`config.mk`:
```
export PLATFORM = sky130hd
export DESIGN_NAME = sysmm_top
export DESIGN_NICKNAME = d
export VERILOG_FILES = /design/src/rtl/sysmm_pkg.sv /design/src/rtl/sysmm_ctrl.sv /design/src/rtl/sysmm_skew.sv /design/src/rtl/sysmm_cell.sv /design/src/rtl/sysmm_top.sv
export SDC_FILE = /design/constraint.sdc
export NUM_CORES = 2
export LEC_CHECK = 0
export BUFFER_PORTS_ARGS = -buffer_cell sky130_fd_sc_hd__buf_2
export CORE_ASPECT_RATIO = 2
export CORE_UTILIZATION = 65
export CTS_BUF_LIST = sky130_fd_sc_hd__clkbuf_4
export DETAILED_ROUTE_END_ITERATION = 10
export PLACE_DENSITY = 0.88
export SYNTH_ARGS = -nofsm -noshare
export SYNTH_HDL_FRONTEND = slang
export SYNTH_SLANG_ARGS = --single-unit
```
`constraint.sdc`:
```
create_clock -name clk -period 13.8 [get_ports clk]
set_input_delay 2.07 -clock clk [delete_from_list [all_inputs] [get_ports clk]]
set_output_delay 2.07 -clock clk [all_outputs]
set_load 0.05 [all_outputs]
```
`src/rtl/sysmm_pkg.sv`:
```
package sysmm_pkg;

  typedef enum logic [1:0] {
    PH_IDLE  = 2'd0,
    PH_COMP  = 2'd1,
    PH_DRAIN = 2'd2,
    PH_FIN   = 2'd3
  } phase_e;

  // Signed multiply-accumulate, product sign-extended to the sum width.
  function automatic logic signed [23:0] mac_step(
    input logic signed [23:0] acc,
    input logic signed [7:0]  a,
    input logic signed [7:0]  b
  );
    logic signed [15:0] p;
    p = a * b;
    return acc + {{8{p[15]}}, p};
  endfunction

endpackage

```
`src/rtl/sysmm_ctrl.sv`:
```
module sysmm_ctrl
  import sysmm_pkg::*;
#(
  parameter int N = 4
) (
  input  logic clk,
  input  logic rst_n,
  input  logic start_i,
  output logic clr_o,
  output logic feed_o,
  output logic mac_o,
  output logic shift_o,
  output logic valid_o,
  output logic done_o
);
  localparam int COMP_LEN = 3 * N - 2;
  localparam int CW = $clog2(3 * N + 1);

  phase_e ph_q;
  logic [CW-1:0] cnt_q;
  logic accept;
  logic comp_last, drain_last;

  assign accept     = start_i && (ph_q == PH_IDLE);
  assign comp_last  = (ph_q == PH_COMP)  && (cnt_q == CW'(COMP_LEN - 1));
  assign drain_last = (ph_q == PH_DRAIN) && (cnt_q == CW'(N - 1));

  always_ff @(posedge clk or negedge rst_n) begin
    if (!rst_n) begin
      ph_q  <= PH_IDLE;
      cnt_q <= '0;
    end else begin
      unique case (ph_q)
        PH_IDLE: begin
          if (accept) begin
            ph_q  <= PH_COMP;
            cnt_q <= '0;
          end
        end
        PH_COMP: begin
          if (comp_last) begin
            ph_q  <= PH_DRAIN;
            cnt_q <= '0;
          end else begin
            cnt_q <= cnt_q + 1'b1;
          end
        end
        PH_DRAIN: begin
          if (drain_last) begin
            ph_q  <= PH_FIN;
            cnt_q <= '0;
          end else begin
            cnt_q <= cnt_q + 1'b1;
          end
        end
        default: ph_q <= PH_IDLE;
      endcase
    end
  end

  assign clr_o   = accept;
  assign mac_o   = (ph_q == PH_COMP);
  assign feed_o  = (ph_q == PH_COMP) && (cnt_q < CW'(N));
  assign shift_o = (ph_q == PH_DRAIN);
  assign valid_o = (ph_q == PH_DRAIN);
  assign done_o  = (ph_q == PH_FIN);

  AST_START_IGNORED: assert property (@(posedge clk) disable iff (!rst_n)
    (ph_q != PH_IDLE && start_i) |=> !(ph_q == PH_COMP && cnt_q == '0));

  AST_DRAIN_FOLLOWS_COMP: assert property (@(posedge clk) disable iff (!rst_n)
    $rose(valid_o) |-> ($past(ph_q) == PH_COMP && $past(cnt_q) == CW'(COMP_LEN - 1)));

  AST_DONE_PULSE: assert property (@(posedge clk) disable iff (!rst_n)
    done_o |=> !done_o);

  AST_DONE_NOT_VALID: assert property (@(posedge clk) disable iff (!rst_n)
    !(done_o && valid_o));

  AST_DONE_AFTER_DRAIN: assert property (@(posedge clk) disable iff (!rst_n)
    $rose(done_o) |-> $past(valid_o));

endmodule

```
`src/rtl/sysmm_skew.sv`:
```
module sysmm_skew #(
  parameter int DATA_W = 8,
  parameter int DEPTH  = 0
) (
  input  logic                     clk,
  input  logic                     rst_n,
  input  logic                     clr_i,
  input  logic                     en_i,
  input  logic signed [DATA_W-1:0] d_i,
  output logic signed [DATA_W-1:0] q_o
);
  generate
    if (DEPTH == 0) begin : g_pass
      assign q_o = d_i;
    end else begin : g_line
      logic signed [DATA_W-1:0] stg_q [DEPTH];
      always_ff @(posedge clk or negedge rst_n) begin
        if (!rst_n) begin
          for (int s = 0; s < DEPTH; s++) stg_q[s] <= '0;
        end else if (clr_i) begin
          for (int s = 0; s < DEPTH; s++) stg_q[s] <= '0;
        end else if (en_i) begin
          stg_q[0] <= d_i;
          for (int s = 1; s < DEPTH; s++) stg_q[s] <= stg_q[s-1];
        end
      end
      assign q_o = stg_q[DEPTH-1];
    end
  endgenerate
endmodule

```
`src/rtl/sysmm_cell.sv`:
```
module sysmm_cell
  import sysmm_pkg::*;
#(
  parameter int DATA_W = 8,
  parameter int ACC_W  = 24
) (
  input  logic                     clk,
  input  logic                     rst_n,
  input  logic                     clr_i,
  input  logic                     mac_i,
  input  logic                     shift_i,
  input  logic signed [DATA_W-1:0] a_i,
  input  logic signed [DATA_W-1:0] b_i,
  input  logic signed [ACC_W-1:0]  acc_up_i,
  output logic signed [DATA_W-1:0] a_o,
  output logic signed [DATA_W-1:0] b_o,
  output logic signed [ACC_W-1:0]  acc_o
);
  logic signed [ACC_W-1:0] acc_next;
  assign acc_next = mac_step(acc_o, a_i, b_i);

  always_ff @(posedge clk or negedge rst_n) begin
    if (!rst_n) begin
      a_o   <= '0;
      b_o   <= '0;
      acc_o <= '0;
    end else if (clr_i) begin
      a_o   <= '0;
      b_o   <= '0;
      acc_o <= '0;
    end else if (mac_i) begin
      a_o   <= a_i;
      b_o   <= b_i;
      acc_o <= acc_next;
    end else if (shift_i) begin
      acc_o <= acc_up_i;
    end
  end

  AST_ACC_HOLD: assert property (@(posedge clk) disable iff (!rst_n)
    (!clr_i && !mac_i && !shift_i) |=> $stable(acc_o));

  AST_CLEAR_ZERO: assert property (@(posedge clk) disable iff (!rst_n)
    clr_i |=> (acc_o == '0));

endmodule

```
`src/rtl/sysmm_top.sv`:
```
module sysmm_top #(
  parameter int N      = 4,
  parameter int DATA_W = 8,
  parameter int ACC_W  = 24
) (
  input  logic                clk,
  input  logic                rst_n,
  input  logic                start_i,
  input  logic [N*DATA_W-1:0] a_left_i,
  input  logic [N*DATA_W-1:0] b_top_i,
  output logic [N*ACC_W-1:0]  res_o,
  output logic                res_valid_o,
  output logic                done_o
);
  logic clr, feed, mac, shift;

  logic signed [DATA_W-1:0] a_lnk [N][N+1];
  logic signed [DATA_W-1:0] b_lnk [N+1][N];
  logic signed [ACC_W-1:0]  acc_q [N][N];
  logic signed [ACC_W-1:0]  acc_up [N][N];

  sysmm_ctrl #(.N(N)) ctrl_i (
    .clk(clk), .rst_n(rst_n), .start_i(start_i),
    .clr_o(clr), .feed_o(feed), .mac_o(mac), .shift_o(shift),
    .valid_o(res_valid_o), .done_o(done_o)
  );

  genvar gi, gj;
  generate
    for (gi = 0; gi < N; gi++) begin : g_edge
      logic signed [DATA_W-1:0] a_gated, b_gated;
      assign a_gated = feed ? a_left_i[gi*DATA_W +: DATA_W] : '0;
      assign b_gated = feed ? b_top_i[gi*DATA_W +: DATA_W]  : '0;

      sysmm_skew #(.DATA_W(DATA_W), .DEPTH(gi)) skew_a_i (
        .clk(clk), .rst_n(rst_n), .clr_i(clr), .en_i(mac),
        .d_i(a_gated), .q_o(a_lnk[gi][0])
      );
      sysmm_skew #(.DATA_W(DATA_W), .DEPTH(gi)) skew_b_i (
        .clk(clk), .rst_n(rst_n), .clr_i(clr), .en_i(mac),
        .d_i(b_gated), .q_o(b_lnk[0][gi])
      );
      assign res_o[gi*ACC_W +: ACC_W] = acc_q[N-1][gi];
    end

    for (gi = 0; gi < N; gi++) begin : g_row
      for (gj = 0; gj < N; gj++) begin : g_col
        if (gi == 0) begin : g_top
          assign acc_up[gi][gj] = '0;
        end else begin : g_inner
          assign acc_up[gi][gj] = acc_q[gi-1][gj];
        end
        sysmm_cell #(.DATA_W(DATA_W), .ACC_W(ACC_W)) cell_i (
          .clk(clk), .rst_n(rst_n), .clr_i(clr), .mac_i(mac), .shift_i(shift),
          .a_i(a_lnk[gi][gj]), .b_i(b_lnk[gi][gj]), .acc_up_i(acc_up[gi][gj]),
          .a_o(a_lnk[gi][gj+1]), .b_o(b_lnk[gi+1][gj]), .acc_o(acc_q[gi][gj])
        );
      end
    end
  endgenerate

  AST_RESULT_ONLY_WHEN_VALID: assert property (@(posedge clk) disable iff (!rst_n)
    done_o |-> (res_o == '0));

  AST_NO_FEED_IN_DRAIN: assert property (@(posedge clk) disable iff (!rst_n)
    res_valid_o |-> !feed);

endmodule

```
==> metrics.cfg <==
[outcome]
outcome = complete, no violations

[placement]
dp_hpwl_um = 188000
place.gp.congestion = 1.01
placed_cells = 10800
numPortBuffers = 164

[sta]
setup_violations = 0
post-route-period-util_pct = 68.1
finalCriticalPeriod_ns = 9.40
fmax_mhz = 106
relSlewSlack_pct = 6.74
tightest_slew_ns = 1.39
clock_skew_ns = 0.117
slew_viol_final = 0
rsz0062_at_grt = false
hold_viol_final = 0
tns_ns = 0

[final_layout]
drive_gt1_share_pct = 5.88
areaGrowthSynthToFinish_pct = 4.03
nNetsFinal = 11100
stdcell_count = 11100

[clocking]
clk_latency_ns = 1.17
cts_tree = yes
clock-sinks = 678
cts_resized = 0
cts_buffer_depth = 4
ctsHoldBuffers = 0
post_cts_buffers = 0
htree_levels = 4
ctsRootBufferMaster = clkbuf_4
clk_pin_slew_ns = 0.08
numCtsBuffers = 170

[worst_setup_path]
critPathKind = reg2reg
arrival_ns = 10.41
critical_path_buf_inv_count = 6
critPathSlowestCell = ha_4
path_delay_family = adder cells
critPathRequiredTime_ns = 14.81
crit_path_end_kind = flop
worst-path-max-fanout = 66
cpPeakStageDelay_ns = 0.53
startpoint_type = flop

[logic_synthesis]
yosys.area_share.adder_pct = 33.7
synth_top_family_by_area = adder cells
synth.avg_cell_area_um2 = 9.04
synth-compound-area-share_pct = 13.2
muxShareOfSynthArea_pct = 4.49
yosys.area_share.simple_pct = 14.5
yosys_warnings = 0
ys_ff_latch = 678
ys_types = 96
syn_inst = 9334
ys_seq_area_share_pct = 20.1
synth.cell_area_um2 = 84400
synth_xor_area_share_pct = 5.78
synth_fp_nets = 11100
synth-edff-count = 0
ys.flop_type = dfrtp_1
synth_async_sr_flop_share_pct = 100

[floorplan]
dieArea_um2 = 131000
die_y_um = 512
num_io_pins = 165
die_w_um = 257
start_util_pct = 65.6
rows = 186
core_area_um2 = 129000

[routing]
vias_per_cell = 6.19
final_antenna_net_count = 0
routed_wl_um = 238000
detailedRoute.firstIterationViolations = 4535
wire_per_inst_um = 21.5
vias = 68500
drc = 0
first_pass_iters = 6

[pwr]
peakVddDrop_mv = 0.187
p_leak_uw = 0.0434
power_density_nw_per_um2 = 204

[global_route]
gr-usage-all-layers_pct = 36.9
grt_pass1_vias = 72900
grt_pass1_wl_um = 380000
grt_max_degree = 202
overflow = 0
antenna_found_initial = 5

[worst_hold_path]
hold_class = reg2reg

[job]
drv_cap = 0

## synthesized netlist by cell type, types with 39 or more instances
cell / count / area, um^2
inv_1: 1300 / 4880
fa_1: 896 / 17900
ha_1: 838 / 10500
nor2_1: 708 / 2660
dfrtp_1: 678 / 17000
and2_1: 589 / 3680
nand2_1: 529 / 1990
a21oi_1: 516 / 2580
xnor2_1: 421 / 3690
o21ai_0: 384 / 1920
mux2i_1: 365 / 3650
clkbuf_1: 338 / 1270
nand2b_1: 151 / 945
a21o_1: 147 / 1100
nor3_1: 143 / 716
a211oi_1: 137 / 1030
xor2_1: 126 / 1100
buf_4: 96 / 721
nand3_1: 87 / 435
nor2b_1: 85 / 532
and3_1: 72 / 450
o21a_1: 70 / 526
a22o_1: 67 / 587
a31oi_1: 56 / 350
a22oi_1: 51 / 383
o21bai_1: 50 / 375
or3_1: 39 / 244
## sequential cells by signal, indices dropped and copies added, names as in the netlist
signal                        flops
g_edge.skew_b_i.g_line.stg_q     24
g_row.g_col.cell_i.b_o           96
ctrl_i.ph_q                       2
g_row.g_col.cell_i.a_o           96
ctrl_i.cnt_q                      4
g_row.g_col.cell_i.acc_o        384
g_edge.skew_a_i.q_o              24
g_edge.skew_b_i.q_o              24
g_edge.skew_a_i.g_line.stg_q     24
## report_power, final
group          internal (uW)  switching (uW)
clock network            827             954
registers               2720            1580
logic                   4540            7290
total                   8090            9820
## worst register-to-register path: cells and delay by family, from the launching register on
family / cells / cell delay (ns)
AOI/OAI and AO/OA: 8 / 2.28
buffers and inverters: 6 / 1.00
and+or+nand+nor: 7 / 1.82
DFF: 1 / 0.43
adders and majority gates: 7 / 3.28
xor gates and xnor gates: 2 / 0.54
## worst paths after layout
path | start | endpoint | slack (ns) | cells after the start
max | ctrl_i.ph_q[1]$_DFFE_PN0P_ | g_row[0].g_col[0].cell_i.acc_o[23]$_DFFE_PN0P_ | 4.40 | 30
min | g_edge[3].skew_b_i.g_line.stg_q[23]$_DFFE_PN0P_ | g_edge[3].skew_b_i.g_line.stg_q[23]$_DFFE_PN0P_ | 0.51 | 1
max reg2reg | ctrl_i.ph_q[1]$_DFFE_PN0P_ | g_row[0].g_col[0].cell_i.acc_o[23]$_DFFE_PN0P_ | 4.40 | 30
min reg2reg | g_edge[3].skew_b_i.g_line.stg_q[23]$_DFFE_PN0P_ | g_edge[3].skew_b_i.g_line.stg_q[23]$_DFFE_PN0P_ | 0.51 | 1
max in group asynchronous | rst_n | g_row[1].g_col[1].cell_i.acc_o[1]$_DFFE_PN0P_ | 9.98 | 4
min in group asynchronous | rst_n | g_row[0].g_col[3].cell_i.b_o[0]$_DFFE_PN0P_ | 0.87 | 1
## metal layers
| metal | GRT usage, % | vias up | share of wire, % |
|---|---|---|---|
| met3 | 6.38 | 1200 | 6.5 |
| met1 | 37.4 | 33900 | 33 |
| li1 | - | 30600 | - |
| met4 | 34.1 | 6 | 11 |
| met5 | 0 | - | 0.014 |
| met2 | 64.0 | 2846 | 50 |
## kinds of logic after synthesis
logic type | Yosys count
compound gates | 1737
xor+xnor | 552
fa+ha+maj | 1734
buf+inv | 1770
flops | 678
mux | 377
simple gates | 2486
## cell usage in the layout, fill, tap and decap left out, drive strengths merged, types with 37 or more instances in the layout
cell type | netlist | final
inv | 1301 | 1303
fa | 896 | 896
ha | 838 | 838
nor2 | 708 | 708
dfrtp | 678 | 678
and2 | 589 | 589
nand2 | 529 | 529
a21oi | 519 | 519
xnor2 | 425 | 425
o21ai | 410 | 410
mux2i | 365 | 365
clkbuf | 338 | 214
buf | 131 | 213
nand2b | 151 | 151
a21o | 147 | 147
nor3 | 144 | 144
a211oi | 138 | 138
xor2 | 126 | 126
nand3 | 88 | 88
nor2b | 85 | 85
and3 | 73 | 73
o21a | 70 | 70
clkinv | 0 | 68
a22o | 67 | 67
a31oi | 57 | 57
a22oi | 51 | 51
o21bai | 50 | 50
or3 | 40 | 40
o31ai | 37 | 37
## cell type report
class                      instances  area, um^2
sequential                       678       17000
inverter                        1301        4890
clock inverter                    76         447
fill                            9623       40900
antenna                            8        20.0
tap                             1692        2120
timing repair buffer             213        1240
multi-input combinational       6886       60500
clock buffer                     214        1610
## stage by stage
step / utilization [%] / worst slack, ns / power (uW) / instance area (um^2) / hold WS [ns]
global placement: 66.6 / 4.73 / 15300 / 85700 / 0.490
CTS: 68.2 / 4.48 / 17600 / 87800 / 0.516
finish: 68.2 / 4.40 / 17900 / 87800 / 0.513
floorplan: - / 5.76 / 12600 / 84400 / 0.470
global route: 68.2 / 3.79 / 19200 / 87800 / 0.531
detailed placement: 66.6 / 4.46 / 15800 / 85700 / 0.495
Note: power is estimated with default switching activity, not from simulation.
